File: src/rtl/gsc_misr.sv
module gsc_misr #(
    parameter int              SIG_W   = 64,
    parameter logic [SIG_W-1:0] FB_POLY = {{(SIG_W-5){1'b0}}, 5'h1B}
) (
    input  logic             clk,
    input  logic             rst_n,
    input  logic             clr,
    input  logic             en,
    input  logic             din,
    output logic [SIG_W-1:0] sig
);

    logic [SIG_W-1:0] nxt;

    always_comb begin
        nxt    = {sig[SIG_W-2:0], 1'b0} ^ (sig[SIG_W-1] ? FB_POLY : '0);
        nxt[0] = nxt[0] ^ din;
    end

    always_ff @(posedge clk or negedge rst_n) begin
        if (!rst_n)   sig <= '0;
        else if (clr) sig <= '0;
        else if (en)  sig <= nxt;
    end

endmodule

File: config.mk
export PLATFORM = sky130hd
export DESIGN_NAME = gsc_misr
export DESIGN_NICKNAME = d
export VERILOG_FILES = /design/src/rtl/gsc_misr.sv
export SDC_FILE = /design/constraint.sdc
export NUM_CORES = 1
export LEC_CHECK = 0
export BUFFER_PORTS_ARGS = -buffer_cell sky130_fd_sc_hd__buf_2
export CORE_UTILIZATION = 52
export CTS_BUF_LIST = sky130_fd_sc_hd__clkbuf_16
export CTS_CLUSTER_SIZE = 28
export DETAILED_ROUTE_END_ITERATION = 8
export MAX_ROUTING_LAYER = met4
export PLACE_DENSITY = 0.79
export SLEW_MARGIN = 20
export SYNTH_ARGS = -nofsm -noshare
export SYNTH_HDL_FRONTEND = slang
export SYNTH_SLANG_ARGS = --single-unit
export TNS_END_PERCENT = 30
File: constraint.sdc
create_clock -name clk -period 1.1 [get_ports clk]
set_input_delay 0.055 -clock clk [delete_from_list [all_inputs] [get_ports clk]]
set_output_delay 0.055 -clock clk [all_outputs]
set_load 0.05 [all_outputs]
==> impl_metrics.json <==
{
  "synthFlopType": "dfrtp_1",
  "ys_seq_area_share_pct": 60.8,
  "setup_viol": 0,
  "rows": 25,
  "finalHoldViolCount": 0,
  "synth_warnings": 0,
  "grt_pass1_vias": 1647,
  "post-route-period-util_pct": 95.4,
  "largest-register": "sig",
  "layout_setup_ws_ns": 0.0511,
  "worstSkewPairLatency_ns": 0.32,
  "numPortBuffers": 68,
  "synth-seq-cells": 64,
  "post-place-ws_ns": 0.202,
  "yosysTopAreaCellShare_pct": 60.8,
  "ff2ff_path_depth": 2,
  "firstDrtPassIters": 4,
  "cp_cell_sequence": "buf_2",
  "netlist_area_um2": 2630,
  "r2r-end": "sig[0]",
  "drive_above_1_share_pct": 30.8,
  "required_ns": 1.04,
  "start_util_pct": 55.0,
  "grt.overflow.total": 0,
  "slew_viol_final": 0,
  "ioPinCount": 69,
  "drv_cap": 0,
  "cts.sinks": 64,
  "design_area_um2": 3410,
  "power_density_nw_per_um2": 1780,
  "critPathMaxFanout": 3,
  "p_leak_nw": 1.94,
  "grt_pass1_wl_um": 7820,
  "dpl.hpwl_um": 3060,
  "cts-buffers-inserted": 9,
  "dieArea_um2": 5350,
  "num-nets-final": 286,
  "holdPathStages": 3,
  "relSlewSlack_pct": 70.3,
  "root_buffer": "clkbuf_16",
  "fmax_ghz": 0.953,
  "placed_cell_area_um2": 3040,
  "critPathKind": "register to primary output",
  "finalSetupTns_ns": 0,
  "min_to": "sig[0]",
  "path_buf_inv": 1,
  "multi_input_area_um2": 906,
  "gp_congestion": 0.686,
  "syn_nets": 217,
  "period_minus_slack_ns": 1.05,
  "reg_top3": "sig (64)",
  "num_vias": 1771,
  "synthArstFlopShare_pct": 100,
  "max-vdd-ir-drop_mv": 1.12,
  "crit_slowest_cell": "dfrtp_1",
  "wire_per_inst_um": 13.7,
  "utilization_pct": 71.2,
  "ys_types": 11,
  "drtIter0Drc": 118,
  "drt-total-wl_um": 4850,
  "status": "complete, no violations",
  "grt_util_all_layers_pct": 20.5,
  "endpoint_kind": "primary output",
  "grt_start_max_net_pins": 65,
  "syn_inst": 212,
  "largest_reg_flops": 64,
  "drc": 0,
  "r2r-start": "sig[63]",
  "worst_hold_slack_ns": 0.0376,
  "instances_no_fill": 353,
  "antennaDiodeCount": 0,
  "tightest_slew_ns": 0.446,
  "skew_ns": 0.00295,
  "chipHeight_um": 73.2,
  "via_per_inst": 5.02,
  "rsz0062_at_grt": "no",
  "syn_avg_cell_area_um2": 12.4,
  "hp-start": "din",
  "clk_pin_slew_ns": 0.05,
  "ctsHtreeMaxLevel": 3,
  "min_path_type": "primary input to register",
  "areaGrowthSynthToFinish_pct": 29.5,
  "cts_tree": "built",
  "total_power_mw": 6.08,
  "dp_cells": 336,
  "fp.coreArea_um2": 4790,
  "fillers": 374,
  "cp-start-kind": "register",
  "synth-edff-count": 0,
  "yosysTopAreaCell": "dfrtp_1",
  "grt_antenna_before_repair": 0,
  "synthTopCellsByCount": "dfrtp_1 (64), nor2_1 (64), mux2i_1 (60)",
  "synth.top_cells.by_area": "dfrtp_1 (61%), mux2i_1 (23%), nor2_1 (9.1%)",
  "antenna_left": 0,
  "critical-path-max-stage-delay_ns": 0.38,
  "seqCellArea_um2": 1600,
  "die_x_um": 73.2,
  "clockBufferDepth": 2,
  "critPathTopFamily": "flip-flops",
  "reg2reg_slack_ns": 0.20,
  "crit_arrival_ns": 0.99
}
## how the worst max path moves through the flow
stage                 start     end  slack (ns)  cells after the start
floorplan           sig[63]  sig[4]       0.008                      3
global placement    sig[63]  sig[1]        0.22                      2
detailed placement  sig[63]  sig[0]        0.20                      2
CTS                  sig[3]  sig[3]        0.04                      1
global route         sig[0]  sig[0]        0.01                      1
finish               sig[3]  sig[3]        0.05                      1
## area by class of cell
type	instances	share of cell area, %
clock inverter	7	3.96
clock buffer	9	6.61
sequential	64	47.0
timing repair buffer	74	13.4
multi-input combinational	132	26.6
tap	67	2.46
## cells by family (layout without fill, tap and decap cells)
group / after synthesis / in the layout / synth area share [%]
AO/OA/AOI/OAI: 4 / 4 / 1.14
XOR/XNOR: 4 / 4 / 1.33
buffers and inverters: 16 / 90 / 4.75
flip-flops: 64 / 64 / 60.8
multiplexers: 60 / 60 / 22.8
AND/OR/NAND/NOR: 64 / 64 / 9.13
## placed cells by master (no fill, tap or decap), drive strengths merged, types with 4 or more instances in the layout
master	netlist	final
nor2	64	64
bufinv	0	4
mux2i	60	60
clkbuf	3	9
a211oi	4	4
dfrtp	64	64
xnor2	4	4
buf	13	73
## routing by layer
| layer | GRT usage [%] | vias up | wire length [µm] |
|---|---|---|---|
| li1 | - | 846 | - |
| met3 | 7.87 | 6 | 287 |
| met4 | 9.15 | 0 | 52 |
| met1 | 26.4 | 866 | 2310 |
| met5 | - | - | 0 |
| met2 | 28.7 | 53 | 2210 |
## timing repair
item                                    4_1_cts  5_1_grt
hold buffers                                  1        0
resized for setup                             1        0
endpoints found under the setup margin        1        0
endpoints found under the hold margin        15        0
setup buffers                                 0        0
## worst reg2reg max path: stages (launching register included)
cell and delay, ns:
dfrtp_2 0.45, xnor2_1 0.15, a211oi_1 0.22
## power by group
part           internal [mW]  leakage [nW]  switching, mW  total [mW]
clock network           2.42         0.174          0.960        3.38
registers               2.37         0.889         0.0109        2.38
logic                  0.106         0.874          0.205       0.311
total                   4.90          1.94           1.18        6.08
Power figures use the tool's default switching activity.
